**src/rtl/pwb_pkg.sv**
```systemverilog
package pwb_pkg;
    typedef enum logic [1:0] {
        ST_IDLE = 2'd0,
        ST_LOAD = 2'd1,
        ST_PROG = 2'd2
    } pwb_state_e;
endpackage

```
**src/rtl/pwb_row_latch.sv**
```systemverilog
module pwb_row_latch #(
    parameter int ADDR_W = 16,
    parameter int COL_W  = 6,
    parameter int DATA_W = 8
) (
    input  logic                    clk,
    input  logic                    rst_n,
    input  logic                    open_i,
    input  logic [ADDR_W-1:0]       open_addr_i,
    input  logic                    clear_i,
    input  logic                    put_i,
    input  logic [DATA_W-1:0]       put_data_i,
    input  logic [COL_W-1:0]        rd_col_i,
    output logic [DATA_W-1:0]       rd_data_o,
    output logic                    rd_vld_o,
    output logic [ADDR_W-COL_W-1:0] row_o,
    output logic [COL_W-1:0]        col_o,
    output logic                    any_o
);
    localparam int PAGE = 1 << COL_W;

    logic [DATA_W-1:0]       page_q [PAGE];
    logic [PAGE-1:0]         mask_q;
    logic [ADDR_W-COL_W-1:0] row_q;
    logic [COL_W-1:0]        col_q;
    logic                    wr_now;

    assign wr_now = put_i && !open_i && !clear_i;

    always_ff @(posedge clk or negedge rst_n) begin
        if (!rst_n) begin
            mask_q <= '0;
            row_q  <= '0;
            col_q  <= '0;
        end else if (open_i) begin
            mask_q <= '0;
            row_q  <= open_addr_i[ADDR_W-1:COL_W];
            col_q  <= open_addr_i[COL_W-1:0];
        end else if (clear_i) begin
            mask_q <= '0;
        end else if (put_i) begin
            mask_q[col_q] <= 1'b1;
            col_q         <= col_q + 1'b1;
        end
    end

    always_ff @(posedge clk) begin
        if (wr_now) begin
            page_q[col_q] <= put_data_i;
        end
    end

    assign rd_data_o = page_q[rd_col_i];
    assign rd_vld_o  = mask_q[rd_col_i];
    assign row_o     = row_q;
    assign col_o     = col_q;
    assign any_o     = |mask_q;

    // the column index wraps inside the row
    p_col_wrap_r2: assert property (@(posedge clk) disable iff (!rst_n)
        (wr_now && col_q == {COL_W{1'b1}}) |=> (col_q == '0));

    // opening a page starts from an empty latch
    p_open_clears_r2: assert property (@(posedge clk) disable iff (!rst_n)
        open_i |=> !any_o);
endmodule

```
**src/rtl/pwb_cycle_timer.sv**
```systemverilog
module pwb_cycle_timer #(
    parameter int TW_CYCLES = 625000
) (
    input  logic clk,
    input  logic rst_n,
    input  logic run_i,
    output logic done_o
);
    localparam int CNT_W = $clog2(TW_CYCLES + 1);
    localparam logic [CNT_W-1:0] LAST = CNT_W'(TW_CYCLES - 1);

    logic [CNT_W-1:0] cnt_q;

    always_ff @(posedge clk or negedge rst_n) begin
        if (!rst_n) begin
            cnt_q <= '0;
        end else if (!run_i) begin
            cnt_q <= '0;
        end else if (cnt_q != LAST) begin
            cnt_q <= cnt_q + 1'b1;
        end
    end

    assign done_o = run_i && (cnt_q == LAST);

    // the counter never passes the write time
    p_cnt_bound_r6: assert property (@(posedge clk) disable iff (!rst_n)
        cnt_q <= LAST);
endmodule

```
**src/rtl/pwb_copy_scan.sv**
```systemverilog
module pwb_copy_scan #(
    parameter int COL_W = 6
) (
    input  logic             clk,
    input  logic             rst_n,
    input  logic             run_i,
    output logic [COL_W-1:0] idx_o,
    output logic             active_o,
    output logic             last_o
);
    localparam logic [COL_W-1:0] TOP = {COL_W{1'b1}};

    logic [COL_W-1:0] idx_q;
    logic             fin_q;

    always_ff @(posedge clk or negedge rst_n) begin
        if (!rst_n) begin
            idx_q <= '0;
            fin_q <= 1'b0;
        end else if (!run_i) begin
            idx_q <= '0;
            fin_q <= 1'b0;
        end else if (!fin_q) begin
            if (idx_q == TOP) fin_q <= 1'b1;
            else              idx_q <= idx_q + 1'b1;
        end
    end

    assign idx_o    = idx_q;
    assign active_o = run_i && !fin_q;
    assign last_o   = run_i && (fin_q || idx_q == TOP);

    // one column per clock, ascending
    p_scan_step_r3: assert property (@(posedge clk) disable iff (!rst_n)
        (run_i && !fin_q && idx_q != TOP) |=> (!run_i || idx_q == $past(idx_q) + 1'b1));
endmodule

```
**src/rtl/pwb_page_writer.sv**
```systemverilog
module pwb_page_writer
    import pwb_pkg::*;
#(
    parameter int ADDR_W    = 16,
    parameter int COL_W     = 6,
    parameter int DATA_W    = 8,
    parameter int TW_CYCLES = 625000
) (
    input  logic              clk,
    input  logic              rst_n,
    input  logic              wr_protect,
    input  logic              load_start,
    input  logic [ADDR_W-1:0] start_addr,
    input  logic              byte_valid,
    input  logic [DATA_W-1:0] byte_data,
    input  logic              commit,
    input  logic              abort,
    output logic              busy,
    output logic              arr_we,
    output logic [ADDR_W-1:0] arr_addr,
    output logic [DATA_W-1:0] arr_wdata,
    output logic [ADDR_W-1:0] addr_out,
    output logic              addr_upd
);
    localparam int ROW_W = ADDR_W - COL_W;

    pwb_state_e        state_q, state_d;
    logic              prot_q;
    logic              open_c, clr_c, put_c;
    logic [DATA_W-1:0] rd_data;
    logic              rd_vld;
    logic [ROW_W-1:0]  row;
    logic [COL_W-1:0]  col;
    logic              any_vld;
    logic              tmr_done;
    logic [COL_W-1:0]  scan_idx;
    logic              scan_active, scan_last;
    logic [ADDR_W-1:0] addr_q;
    logic              upd_q;
    logic              in_prog;

    assign in_prog = (state_q == ST_PROG);

    pwb_row_latch #(.ADDR_W(ADDR_W), .COL_W(COL_W), .DATA_W(DATA_W)) u_latch (
        .clk(clk), .rst_n(rst_n),
        .open_i(open_c), .open_addr_i(start_addr), .clear_i(clr_c),
        .put_i(put_c), .put_data_i(byte_data), .rd_col_i(scan_idx),
        .rd_data_o(rd_data), .rd_vld_o(rd_vld),
        .row_o(row), .col_o(col), .any_o(any_vld)
    );

    pwb_cycle_timer #(.TW_CYCLES(TW_CYCLES)) u_timer (
        .clk(clk), .rst_n(rst_n), .run_i(in_prog), .done_o(tmr_done)
    );

    pwb_copy_scan #(.COL_W(COL_W)) u_scan (
        .clk(clk), .rst_n(rst_n), .run_i(in_prog),
        .idx_o(scan_idx), .active_o(scan_active), .last_o(scan_last)
    );

    // next state and latch controls
    always_comb begin
        state_d = state_q;
        open_c  = 1'b0;
        clr_c   = 1'b0;
        put_c   = 1'b0;
        unique case (state_q)
            ST_IDLE: begin
                if (load_start) begin
                    open_c  = 1'b1;
                    state_d = ST_LOAD;
                end
            end
            ST_LOAD: begin
                if (load_start) begin
                    open_c = 1'b1;
                end else if (abort) begin
                    clr_c   = 1'b1;
                    state_d = ST_IDLE;
                end else if (commit) begin
                    state_d = (any_vld && !prot_q) ? ST_PROG : ST_IDLE;
                end else if (byte_valid && !prot_q) begin
                    put_c = 1'b1;
                end
            end
            ST_PROG: begin
                if (tmr_done && scan_last) state_d = ST_IDLE;
            end
            default: state_d = ST_IDLE;
        endcase
    end

    // state register
    always_ff @(posedge clk or negedge rst_n) begin
        if (!rst_n) state_q <= ST_IDLE;
        else        state_q <= state_d;
    end

    always_ff @(posedge clk or negedge rst_n) begin
        if (!rst_n)      prot_q <= 1'b0;
        else if (open_c) prot_q <= wr_protect;
    end

    always_ff @(posedge clk or negedge rst_n) begin
        if (!rst_n) begin
            addr_q <= '0;
            upd_q  <= 1'b0;
        end else begin
            upd_q <= 1'b0;
            if (in_prog && state_d == ST_IDLE) begin
                addr_q <= {row, col};
                upd_q  <= 1'b1;
            end
        end
    end

    // outputs
    always_comb begin
        busy      = in_prog;
        arr_we    = in_prog && scan_active && rd_vld;
        arr_addr  = {row, scan_idx};
        arr_wdata = rd_data;
        addr_out  = addr_q;
        addr_upd  = upd_q;
    end

    p_commit_starts_r5: assert property (@(posedge clk) disable iff (!rst_n)
        (state_q == ST_LOAD && commit && !load_start && !abort && any_vld && !prot_q) |=> busy);

    p_busy_until_timer_r6: assert property (@(posedge clk) disable iff (!rst_n)
        (busy && !tmr_done) |=> busy);

    p_prot_no_cycle_r8: assert property (@(posedge clk) disable iff (!rst_n)
        (state_q == ST_LOAD && prot_q) |=> !busy);

    p_row_frozen_r9: assert property (@(posedge clk) disable iff (!rst_n)
        (busy && $past(busy)) |-> $stable(row));

    p_upd_on_fall_r10: assert property (@(posedge clk) disable iff (!rst_n)
        addr_upd |-> $fell(busy));
endmodule

```
**config.mk**
```make
export PLATFORM = sky130hd
export DESIGN_NAME = pwb_page_writer
export DESIGN_NICKNAME = d
export VERILOG_FILES = /design/src/rtl/pwb_pkg.sv /design/src/rtl/pwb_row_latch.sv /design/src/rtl/pwb_cycle_timer.sv /design/src/rtl/pwb_copy_scan.sv /design/src/rtl/pwb_page_writer.sv
export SDC_FILE = /design/constraint.sdc
export NUM_CORES = 1
export LEC_CHECK = 0
export BUFFER_PORTS_ARGS = -buffer_cell sky130_fd_sc_hd__buf_2
export CELL_PAD_IN_SITES_DETAIL_PLACEMENT = 0
export CELL_PAD_IN_SITES_GLOBAL_PLACEMENT = 2
export CORE_ASPECT_RATIO = 1.75
export CORE_MARGIN = 2
export CORE_UTILIZATION = 50
export CTS_CLUSTER_DIAMETER = 60
export DETAILED_ROUTE_END_ITERATION = 12
export HOLD_SLACK_MARGIN = 0.08
export PLACE_DENSITY_LB_ADDON = 0.2
export SLEW_MARGIN = 10
export SYNTH_ARGS = -nofsm -noshare
export SYNTH_HDL_FRONTEND = slang
export SYNTH_SLANG_ARGS = --single-unit
export TNS_END_PERCENT = 20
```
**constraint.sdc**
```tcl
create_clock -name clk -period 6.01 [get_ports clk]
set_clock_uncertainty 0.1 [all_clocks]
set_input_delay 1.202 -clock clk [delete_from_list [all_inputs] [get_ports clk]]
set_output_delay 1.202 -clock clk [all_outputs]
set_load 0.03 [all_outputs]
```
==> impl_metrics.toml, run 1 <==
[global_route]
track_usage_pct = 25.5
grt_pass1_vias = 14179
grt_remaining_overflow = 0
antenna_found_initial = 0
grt_start_max_net_pins = 71
grt_pass1_wl_mm = 97.1

[routing]
drt_wl_total_mm = 66.2
dr.pass1.iters = 5
avgRoutedWirePerCell_um = 30.2
via_count = 13516
viasPerCell = 6.16
final_antenna_net_count = 0
first_iter_violations = 1189
drcViolationCount = 0

[synth]
synth_top_area_share_pct = 60.0
yosys.area.top_type = "edfxtp_1"
synthDistinctLibCells = 60
synthTopCellsByArea = "edfxtp_1 (60%), dfrtp_1 (12%), mux4_2 (11%)"
synth_edf_count = 512
synth_warnings = 0
netlist_area_um2 = 25600
synth.most_common_cell = "edfxtp_1"
synth_fp_nets = 1427
async_flop_share_pct = 19.9
syn_inst = 1393
synth_seq_cells = 639
avgSynthCellArea_um2 = 18.4
synth_flop_cell = "edfxtp_1"
synth_commonest_cells = "edfxtp_1 (512), dfrtp_1 (127), mux4_2 (125), nor2_1 (95), o21a_1 (65)"
ys_seq_area_share_pct = 72.4

[timing]
relSlewSlack_pct = 16.9
worst_slack_ps = 672
tns_ps = 0
min_period_ps = 5340
fin_crit_sh_pct = 88.8
tightest_slew_ps = 1240
finalMaxSlewViolations = 0
max_freq_ghz = 0.187
setup_viol = 0
hold_viol = 0
grt_setup_unrepaired = "no"

[clock_network]
cts.sinks = 639
clockBufferDepth = 3
cts_setup_buffers = 0
ctsHoldBuffers = 0
htreeDepth = 2
tritoncts = "yes"
cts_resized = 0
root_buffer = "clkbuf_16"
clk_pin_slew_ps = 70
clk_latency_ps = 610
cts_inserted_buffers = 56

[placed_design]
routabilityCongestion = 0.829
dp_slack_ps = 1280
hpwl_mm = 42.9
port-buffer-count = 73

[layout]
layout-drive-gt1-share_pct = 22.6
antenna_cells = 0
nets = 1514
area_growth_pct = 11.4

[setup_path]
critPathCaptureType = "output port"
path_buf_inv = 2
crit_type = "reg2out"
path_cells = "buf_4 -> mux4_2 -> a22o_1 -> a211oi_1 -> a21oi_1 -> o211a_1 -> buf_2"
cp.required_ps = 4710
max_stage_delay_ps = 940
slowest_stage = "dfrtp_4"
path_max_fanout = 47
cp_data_arrival_time_ps = 4040
start_kind = "flip-flop"
cpLargestDelayFamily = "compound AO/OA/AOI/OAI gates"

[power_and_ir_drop]
combPwrFrac_pct = 5.7
power.density_nw_per_um2 = 316
seqPwrFrac_pct = 54.1
p_sw_share_pct = 22.2
p_int_mw = 7.02
ir_worst_vdd_mv = 0.276
p_leak_nw = 9.54
p_clk_share_pct = 40.2
p_sw_mw = 2.00

[floorplan]
die_area_um2 = 53100
die_h_um = 303
die_x_um = 175
fp-row-count = 109
start_util_pct = 50.6
core_um2 = 50600
ios = 74

[worst_hold_path]
hp-class = "reg2reg"

[flow_run]
cap_violations = 0

[status]
status = "complete, no violations"
==> metrics by stage <==
| step | std cells | total power, mW | area, um^2 | hold WS (ps) | utilization (%) |
|---|---|---|---|---|---|
| 2_1_floorplan | 1393 | 5.28 | 25600 | 369 | - |
| 3_3_place_gp | 2088 | 5.49 | 26700 | 366 | 52.8 |
| 3_5_place_dp | 2088 | 5.50 | 26700 | 373 | 52.8 |
| 4_1_cts | 2194 | 9.08 | 28500 | 388 | 56.4 |
| 5_1_grt | 2194 | 9.27 | 28500 | 403 | 56.4 |
| 6_report | 2194 | 9.02 | 28500 | 382 | 56.4 |
==> registers in the layout (all words and copies together), names as in the netlist <==
signal / count
addr_out: 16
addr_upd: 1
prot_q: 1
state_q: 2
u_latch.col_o: 6
u_latch.mask_q: 64
u_latch.page_q: 512
u_latch.row_o: 10
u_scan.fin_q: 1
u_scan.idx_o: 6
u_timer.cnt_q: 20
==> cell type report <==
type                       instances  area [um^2]
clock buffer                      68         1490
clock inverter                    38          345
fill                            3943        22100
inverter                           6         22.5
multi-input combinational        667         6590
sequential                       639        18600
tap                              666          833
timing repair buffer             110          687
==> power groups by stage <==
stage / Clock (mW) / Sequential [mW] / Combinational, mW
2_1_floorplan: 0 / 4.95 / 0.333
3_5_place_dp: 0 / 4.97 / 0.526
5_1_grt: 3.84 / 4.88 / 0.553
3_3_place_gp: 0 / 4.97 / 0.521
6_report: 3.63 / 4.88 / 0.517
4_1_cts: 3.67 / 4.88 / 0.527
==> cell usage in the layout (no fill, tap or decap), drive strengths merged, types with 14 or more instances in the layout <==
cell,instances
clkinv,27
nand2,39
mux2i,64
buf,110
o21ai,15
dfrtp,127
nor4,23
clkbuf,68
nor2,95
o21a,65
mux2,27
a21oi,14
nand4,14
edfxtp,512
mux4,125
==> path summary, 6_finish.rpt <==
| path | to | depth (start not counted) | slack, ps | startpoint |
|---|---|---|---|---|
| min in group asynchronous | u_timer.cnt_q[7] | 1 | 490 | rst_n |
| hold / removal | addr_out[10] | 1 | 380 | addr_out[10] |
| setup / recovery | arr_wdata[3] | 7 | 670 | u_scan.idx_o[1] |
| setup reg to reg | addr_out[11] | 6 | 2480 | u_scan.idx_o[2] |
| max in group asynchronous | u_scan.idx_o[3] | 2 | 3980 | rst_n |
| hold reg to reg | addr_out[10] | 1 | 380 | addr_out[10] |
==> routing by layer <==
layer	up-vias	part of all wire (%)	global-route usage, %
li1	5789	-	-
met1	7160	37	30.5
met2	441	54	46.5
met3	126	4.7	3.30
met4	0	4.5	11.0
met5	-	0	0
==> kinds of logic (layout without fill, tap and decap cells) <==
logic type      Yosys count  count (layout)  share of synthesized area (%)
simple gates            244             244                           4.83
buf+inv                  87             222                           1.93
flops                   639             639                           72.4
mux                     216             216                           14.7
compound gates          179             179                           5.14
fa+ha+maj                 3               3                          0.147
xor+xnor                 25              25                          0.855
Note: power is estimated with default switching activity, not from simulation.
==> run 2, diff against run 1 <==
--- a/config.mk
+++ b/config.mk
@@ -5,12 +5,12 @@
 export SDC_FILE = /design/constraint.sdc
 export NUM_CORES = 1
 export LEC_CHECK = 0
+export ABC_AREA = 1
 export BUFFER_PORTS_ARGS = -buffer_cell sky130_fd_sc_hd__buf_2
 export CELL_PAD_IN_SITES_DETAIL_PLACEMENT = 0
 export CELL_PAD_IN_SITES_GLOBAL_PLACEMENT = 2
 export CORE_ASPECT_RATIO = 1.75
-export CORE_MARGIN = 2
-export CORE_UTILIZATION = 50
+export CORE_UTILIZATION = 25
 export CTS_CLUSTER_DIAMETER = 60
 export DETAILED_ROUTE_END_ITERATION = 12
 export HOLD_SLACK_MARGIN = 0.08
==> run 2 against run 1 <==
Compared with the run above: global-route usage decreased by 8.6 points; sequential share of layout area is 4.8 points lower; area after synthesis grew 4.6%; worst hold slack got worse by 47 ps; largest cell class unchanged; sequential power shrank 0.8%; cell area is 8.0% higher; first-iteration DRC count down 9.8%; wire length grew 39%; register-to-register slack better by 30 ps; critical endpoint is now arr_wdata[7]; maximum frequency increased by 2.1%; non-clock buffer count increased by 16; die area increased by 100%.
==> impl_metrics.toml, run 2 <==
[synth]
syn_inst = 2489
synth.most_common_cell = "nor2_1"
synth_commonest_cells = "nor2_1 (601), edfxtp_1 (512), nand2_1 (334), o21ai_0 (276), inv_1 (137)"
synth_flop_cell = "edfxtp_1"
synth_seq_cells = 639
ys_seq_area_share_pct = 69.3
netlist_area_um2 = 26800
synth_edf_count = 512
synth_fp_nets = 2523
yosys.area.top_type = "edfxtp_1"
synthTopCellsByArea = "edfxtp_1 (57%), dfrtp_1 (12%), nor2_1 (8.4%)"
synthDistinctLibCells = 37
async_flop_share_pct = 19.9
synth_warnings = 0
avgSynthCellArea_um2 = 10.8
synth_top_area_share_pct = 57.4

[floorplan]
core_um2 = 106000
ios = 74
start_util_pct = 25.2
fp-row-count = 158
die_h_um = 435
die_area_um2 = 109000
die_x_um = 249

[global_route]
grt_use_met2_pct = 31.9
grtUsageMet3_pct = 2.41
grt_use_met1_pct = 18.8
grt-busiest-layer = "met2"
grt_start_max_net_pins = 117
grt_pass1_vias = 18730
grt_pass1_wl_mm = 134
antenna_found_initial = 1
track_usage_pct = 17.0
grt_remaining_overflow = 0

[clock_network]
cts.sinks = 639
clk_pin_slew_ps = 60
cts_inserted_buffers = 67
cts_setup_buffers = 0
ctsHoldBuffers = 0
tritoncts = "yes"
htreeDepth = 3
cts_resized = 0
clockBufferDepth = 3
root_buffer = "clkbuf_16"
clk_latency_ps = 640

[setup_path]
r2r_slack_ps = 2510
critPathCaptureType = "output port"
critPathLaunch = "u_scan.idx_o[0]"
cp.required_ps = 4710
crit_type = "reg2out"
start_kind = "flip-flop"
cp_data_arrival_time_ps = 3930
path_max_fanout = 105
rr_startpoint = "u_scan.idx_o[0]"

[placed_design]
routabilityCongestion = 0.757
port-buffer-count = 73
place_area_um2 = 28700
hpwl_mm = 58.9
dp_slack_ps = 1420

[routing]
drcViolationCount = 0
via_count = 18371
dr.pass1.iters = 5
first_iter_violations = 1073
final_antenna_net_count = 0
viasPerCell = 4.63
drt_wl_total_mm = 91.8
avgRoutedWirePerCell_um = 23.2

[timing]
min_period_ps = 5230
tightest_slew_ps = 1240
finalMaxSlewViolations = 0
tns_ps = 0
fin_crit_sh_pct = 87.0
setup_viol = 0
hold_viol = 0
grt_setup_unrepaired = "no"
relSlewSlack_pct = 16.8
worst_slack_ps = 781
max_freq_ghz = 0.191

[power_and_ir_drop]
power.density_nw_per_um2 = 304
ir_worst_vdd_mv = 0.185
p_leak_nw = 11.0

[layout]
final_area_um2 = 30800
mostFrequentLayoutCell = "nor2_1"
layout_common_cells = "nor2_1 (598), edfxtp_1 (512), nand2_1 (333), o21ai_0 (276), inv_1 (137)"
area_growth_pct = 15.0
largest_reg_flops = 512
layout-drive-gt1-share_pct = 9.03
reg.largest.list = "u_latch.page_q: 512 flops, u_latch.mask_q: 64 flops, u_timer.cnt_q: 20 flops"
nets = 2585
regMostFlops = "u_latch.page_q"
fillers = 10959

[worst_hold_path]
hp-class = "in2async"

[flow_run]
cap_violations = 0

[status]
status = "complete, no violations"
run 2: worst paths after layout:
| kind | end | cells after the start |
|---|---|---|
| min in group clk | u_timer.cnt_q[14] | 1 |
| worst max register to register | addr_out[0] | 8 |
| worst min register to register | u_timer.cnt_q[14] | 1 |
| worst min-delay path | u_latch.mask_q[34] | 1 |
| max in group asynchronous | u_scan.idx_o[2] | 2 |
| worst max-delay path | arr_wdata[7] | 12 |
run 2: cells by family after synthesis:
family,count (synthesis),share of synthesized area [%]
buf+inv,279,4.64
xor+xnor,1,0.0327
simple gates,1105,16.4
fa+ha+maj,3,0.140
flops,639,69.3
compound gates,462,9.48
run 2: final cells by class:
class / instances / area [um^2] / area share (%)
Sequential cell: 639 / 18600 / 60.2
Tap cell: 1360 / 1700 / 5.52
Inverter: 146 / 556 / 1.80
Timing Repair Buffer: 126 / 876 / 2.84
Clock buffer: 86 / 1840 / 5.98
Clock inverter: 35 / 269 / 0.873
Antenna cell: 1 / 2.50 / 0.00812
Multi-Input combinational cell: 1571 / 7010 / 22.7
run 2: where the power goes:
group,leakage [nW],internal (mW),switching (mW)
sequential,6.33,4.81,0.0318
combinational,3.68,0.0793,0.315
clock,1.02,2.31,1.83
total,11.0,7.19,2.18
run 2: routing by layer:
| layer | vias to the layer above | wire [um] |
|---|---|---|
| met5 | - | 0 |
| met4 | 0 | 3690 |
| met3 | 118 | 2890 |
| met2 | 335 | 49800 |
| met1 | 9249 | 35400 |
| li1 | 8669 | - |
run 2: per-stage QoR:
step	util, %	total power, mW	hold slack [ps]	instances
global route	29.0	9.69	325	3964
CTS	29.0	9.52	304	3962
detailed placement	27.0	5.34	360	3841
global placement	27.0	5.34	357	3841
floorplan	-	5.12	333	2489
finish	29.0	9.37	335	3964
run 2: worst max-delay path, cell delays in order (launching register included):
cell and delay (ps):
dfrtp_4 700, inv_8 560, buf_12 300, nand2_1 70, nand3_1 70, o21ai_1 90, nand2_1 70, nand2_1 60
a21oi_1 620, nand2_1 110, nand3_1 110, nand3_1 110, buf_2 200
